**config.mk**
```make
export PLATFORM = sky130hd
export DESIGN_NAME = phase_gate_gen
export DESIGN_NICKNAME = d
export VERILOG_FILES = /design/src/rtl/phase_gate_pkg.sv /design/src/rtl/pg_step_edge.sv /design/src/rtl/pg_phase_ctr.sv /design/src/rtl/pg_tap_decode.sv /design/src/rtl/pg_clock_gate.sv /design/src/rtl/phase_gate_gen.sv
export SDC_FILE = /design/constraint.sdc
export NUM_CORES = 1
export LEC_CHECK = 0
export BUFFER_PORTS_ARGS = -buffer_cell sky130_fd_sc_hd__buf_2
export CORE_AREA = 2 2 39 41
export DETAILED_ROUTE_END_ITERATION = 6
export DIE_AREA = 0 0 41 43
export GPL_TIMING_DRIVEN = 0
export PLACE_DENSITY = 0.64
export RECOVER_POWER = 100
export SLEW_MARGIN = 0
export SYNTH_ARGS = -nofsm -noshare
export SYNTH_HDL_FRONTEND = slang
export SYNTH_SLANG_ARGS = --single-unit
```
**constraint.sdc**
```tcl
create_clock -name clk_base -period 1.6 [get_ports clk_base]
set_input_delay 0.4 -clock clk_base [delete_from_list [all_inputs] [get_ports clk_base]]
set_output_delay 0.4 -clock clk_base [all_outputs]
set_load 0.01 [all_outputs]
```
**src/rtl/phase_gate_pkg.sv**
```systemverilog
package phase_gate_pkg;
    typedef enum logic [1:0] {
        GS_HALT = 2'd0,
        GS_FREE = 2'd1,
        GS_TICK = 2'd2
    } gate_state_e;
endpackage

```
**src/rtl/pg_step_edge.sv**
```systemverilog
module pg_step_edge (
    input  logic clk,
    input  logic rst,
    input  logic lvl_i,
    output logic rise_o
);
    logic lvl_q;

    always_ff @(posedge clk) begin
        if (rst) lvl_q <= 1'b0;
        else     lvl_q <= lvl_i;
    end

    assign rise_o = lvl_i & ~lvl_q;
endmodule

```
**src/rtl/pg_phase_ctr.sv**
```systemverilog
module pg_phase_ctr #(
    parameter int CW = 3
) (
    input  logic          clk,
    input  logic          rst,
    input  logic          adv_i,
    output logic [CW-1:0] phase_o
);
    always_ff @(posedge clk) begin
        if (rst)        phase_o <= '0;
        else if (adv_i) phase_o <= phase_o + 1'b1;
    end
endmodule

```
**src/rtl/pg_tap_decode.sv**
```systemverilog
module pg_tap_decode #(
    parameter int NUM_TAPS = 4,
    localparam int CW = NUM_TAPS - 1
) (
    input  logic                adv_i,
    input  logic [CW-1:0]       phase_i,
    output logic [NUM_TAPS-1:0] ena_o
);
    assign ena_o[0] = adv_i;

    for (genvar i = 1; i < NUM_TAPS; i++) begin : g_tap
        assign ena_o[i] = adv_i & (&phase_i[i-1:0]);
    end
endmodule

```
**src/rtl/pg_clock_gate.sv**
```systemverilog
module pg_clock_gate (
    input  logic clk,
    input  logic en_i,
    output logic gclk_o
);
    logic en_low;

    // Enable is captured while the clock is low, so it is steady across the high half.
    always_ff @(negedge clk) begin
        en_low <= en_i;
    end

    assign gclk_o = clk & en_low;
endmodule

```
**src/rtl/phase_gate_gen.sv**
```systemverilog
module phase_gate_gen #(
    parameter int NUM_TAPS = 4,
    localparam int CW = NUM_TAPS - 1
) (
    input  logic                clk_base,
    input  logic                rst_sync,
    input  logic                host_we,
    input  logic                host_run,
    input  logic                host_step,
    output logic [NUM_TAPS-1:0] tap_ena,
    output logic [NUM_TAPS-1:0] tap_gclk,
    output logic                status_run,
    output logic [CW-1:0]       status_phase
);
    import phase_gate_pkg::*;

    gate_state_e state_q, state_d;
    logic        step_rise;
    logic        advance;
    logic        run_wr;
    logic        halt_wr;

    assign run_wr  = host_we &  host_run;
    assign halt_wr = host_we & ~host_run;

    pg_step_edge u_edge (
        .clk    (clk_base),
        .rst    (rst_sync),
        .lvl_i  (host_step),
        .rise_o (step_rise)
    );

    // Next-state logic
    always_comb begin
        state_d = state_q;
        unique case (state_q)
            GS_HALT: begin
                if (run_wr)         state_d = GS_FREE;
                else if (step_rise) state_d = GS_TICK;
            end
            GS_FREE: begin
                if (halt_wr)        state_d = GS_HALT;
            end
            GS_TICK: begin
                if (run_wr)         state_d = GS_FREE;
                else                state_d = GS_HALT;
            end
            default:                state_d = GS_HALT;
        endcase
    end

    // State register
    always_ff @(posedge clk_base) begin
        if (rst_sync) state_q <= GS_HALT;
        else          state_q <= state_d;
    end

    // Outputs decoded from the current state
    always_comb begin
        advance    = 1'b0;
        status_run = 1'b0;
        unique case (state_q)
            GS_HALT: ;
            GS_FREE: begin
                advance    = 1'b1;
                status_run = 1'b1;
            end
            GS_TICK: advance = 1'b1;
            default: ;
        endcase
    end

    pg_phase_ctr #(.CW(CW)) u_ctr (
        .clk     (clk_base),
        .rst     (rst_sync),
        .adv_i   (advance),
        .phase_o (status_phase)
    );

    pg_tap_decode #(.NUM_TAPS(NUM_TAPS)) u_dec (
        .adv_i   (advance),
        .phase_i (status_phase),
        .ena_o   (tap_ena)
    );

    for (genvar g = 0; g < NUM_TAPS; g++) begin : g_gate
        pg_clock_gate u_gate (
            .clk    (clk_base),
            .en_i   (tap_ena[g]),
            .gclk_o (tap_gclk[g])
        );
    end
endmodule

```
==> key figures <==
Detailed routing
  – Antenna-violating nets left: 0
  – Routed vias: 467
  – WL/cell: 10.1 um
  – Detailed-router iteration count before antenna repair: 4
  – Post-route DRC: 0
  – Final wirelength: 1.04 mm
  – Starting DRT DRC Count: 4
  – Avg Vias per Cell: 4.53

Global route
  – Total track usage: 0.169
  – Initial antenna violation count: 0
  – First-pass GRT wire length: 1.79 mm
  – Gr ovfl total: 0
  – Largest net degree at the start of global routing: 7
  – Vias in the first global route: 499

Worst setup path
  – Max incr delay on CP: 290 ps
  – Crit Path Class: flop to output port
  – CP Capture Type: output port
  – Top Family by Delay on Critical Path: flip-flops
  – Crit path launch type: flop
  – CP Data Required Time: 1200 ps
  – Worst Path Arrival: 1770 ps
  – Slowest stage cell, crit path: dfxtp_1
  – Crit Path Max Fanout: 1
  – Crit-path cells: and2_4 > buf_6
  – Bufs and invs on worst path: 1

Finish
  – Fin nets: 98
  – # diodes: 0
  – Share of cells above drive strength 1: 0.517
  – Fillers: 130
  – Finished Cell Area: 831 sq um
  – Fin util: 0.600
  – Area Overhead vs Synth: 63.1%

STA
  – Max Slew Vio Count: 0
  – Max_slew headroom: 0.720
  – Final hold vios: 0
  – Slew @ Worst Pin: 409 ps
  – Final setup fails: 17
  – Worst Setup Slack, final: -567 ps
  – Clk_skew: 70.1 ps
  – RSZ-0062 raised after global routing: true

Floorplanning
  – Core area: 1380 sq um
  – FP Rows: 14
  – Die Footprint: 1760 sq um
  – Die X-Extent: 41 um
  – IO Count: 17
  – Starting Density: 0.368
  – Die height: 43 um

Logic synthesis
  – Ys Warns: 0
  – Syn nets: 66
  – Number of distinct library cells after synthesis: 16
  – Synth Area per Inst: 9.09 sq um
  – Number of synthesized register bits: 10
  – Gate Count Post-Synth: 56
  – Sequential-to-total area share from yosys stat: 0.393
  – Syn Std Cell Area: 509 sq um

Place
  – Gp weighted congestion: 0.754
  – Port bufs: 16
  – Pre-CTS worst setup slack: -233 ps
  – Post-DP HPWL: 612 um
  – Dpl cell area: 659 sq um

Clock tree
  – Clock Pin Slew Worst Setup and Hold Paths: 70 ps
  – CTS Hold Bufs: 0
  – Clock Latency Late Sink: 440 ps
  – CTS tree: built

Power
  – PwrDens: 1050 nW/um^2
  – Worst IR Drop VDD: 0.674 mV
  – Leakage: 0.419 nW

Worst hold path
  – Min-Delay Path Class: primary input to flop

Flow run
  – Max-Cap Viols: 0

Status
  – Failing checks: negative setup slack
  – Outcome: complete, but fails checks
## registers in the layout (all words and copies together) (netlist names)
register,flops
g_gate.u_gate.en_low,4
state_q,2
u_edge.lvl_q,1
u_ctr.phase_o,3
## worst paths after layout
check                                  start                               to  slack, ps  depth (start not counted)
max          g_gate[3].u_gate.en_low$_DFF_N_                      tap_gclk[3]       -570                          2
min                                 rst_sync          u_edge.lvl_q$_SDFF_PP0_        260                          2
max reg2reg          state_q[1]$_SDFFE_PP0P_  g_gate[3].u_gate.en_low$_DFF_N_       -430                          5
min reg2reg    u_ctr.phase_o[2]$_SDFFE_PP0P_    u_ctr.phase_o[2]$_SDFFE_PP0P_        530                          2
## final cells by class
type	count	area, sq um	share of cell area
clock buffers	12	105	0.127
clock inverters	4	15.0	0.0181
plain buffers	5	60.1	0.0723
inverters	7	26.3	0.0316
repair buffers	20	155	0.187
flip-flops and latches	10	203	0.244
well taps	16	20.0	0.0241
multi-input cells	29	246	0.297
## timing repair
item	CTS	global route
gates resized for setup	20	9
setup buffers	6	3
endpoints found under the setup margin	15	17
pin swaps	3	4
## logic make-up after synthesis
family                     synth area share
buffers and inverters                 0.184
and+or+nand+nor                       0.138
DFF                                   0.393
AOI/OAI and AO/OA                    0.0860
adders and majority gates             0.123
muxes                                0.0590
xor gates and xnor gates             0.0172
## report_power, final
| group | switching (W) | leakage [nW] | total (W) | internal, W |
|---|---|---|---|---|
| Sequential | 0.0000120 | 0.0823 | 0.000280 | 0.000268 |
| Combinational | 0.0000628 | 0.238 | 0.000150 | 0.0000870 |
| Clock | 0.000178 | 0.0985 | 0.000445 | 0.000267 |
| Total | 0.000253 | 0.419 | 0.000875 | 0.000622 |
## per-layer routing
| layer | up-vias | global-route usage | part of all wire |
|---|---|---|---|
| met5 | - | 0 | 0 |
| met4 | 0 | 0.247 | 0.014 |
| met3 | 2 | 0.0628 | 0.042 |
| met2 | 14 | 0.203 | 0.53 |
| met1 | 219 | 0.174 | 0.41 |
| li1 | 232 | - | - |
## per-stage QoR
step	hold slack [ps]	cells	power, W	setup TNS, ps
after floorplan	454	56	0.000414	-1000
after global placement	472	88	0.000452	-1560
after detailed placement	475	88	0.000453	-1600
after CTS	244	102	0.000878	-4110
after global routing	240	103	0.000954	-6320
final	261	103	0.000875	-5470
## synthesized netlist by cell type
| master | count | share of area |
|---|---|---|
| nand2_1 | 2 | 0.015 |
| mux2i_1 | 3 | 0.059 |
| clkbuf_1 | 1 | 0.0074 |
| o2111ai_1 | 1 | 0.017 |
| buf_4 | 8 | 0.12 |
| a2111oi_1 | 1 | 0.020 |
| nor2_1 | 5 | 0.037 |
| o21ai_0 | 1 | 0.0098 |
| inv_1 | 8 | 0.059 |
| xnor2_1 | 1 | 0.017 |
| and2_1 | 7 | 0.086 |
| dfxtp_1 | 10 | 0.39 |
| ha_1 | 5 | 0.12 |
| a21oi_1 | 1 | 0.0098 |
| o21ai_2 | 1 | 0.017 |
| a31oi_1 | 1 | 0.012 |
## cells in the final DEF (no fill, tap or decap), drive strengths merged
cell type | synthesis | routed
nand2 | 2 | 2
ha | 5 | 5
a31oi | 1 | 1
mux2i | 3 | 3
clkbuf | 1 | 10
o2111ai | 1 | 1
a21oi | 1 | 1
xnor2 | 1 | 1
o21ai | 2 | 2
buf | 8 | 27
and2 | 7 | 7
dfxtp | 10 | 10
inv | 8 | 11
nor2 | 5 | 5
a2111oi | 1 | 1
Note: power is estimated with default switching activity, not from simulation.
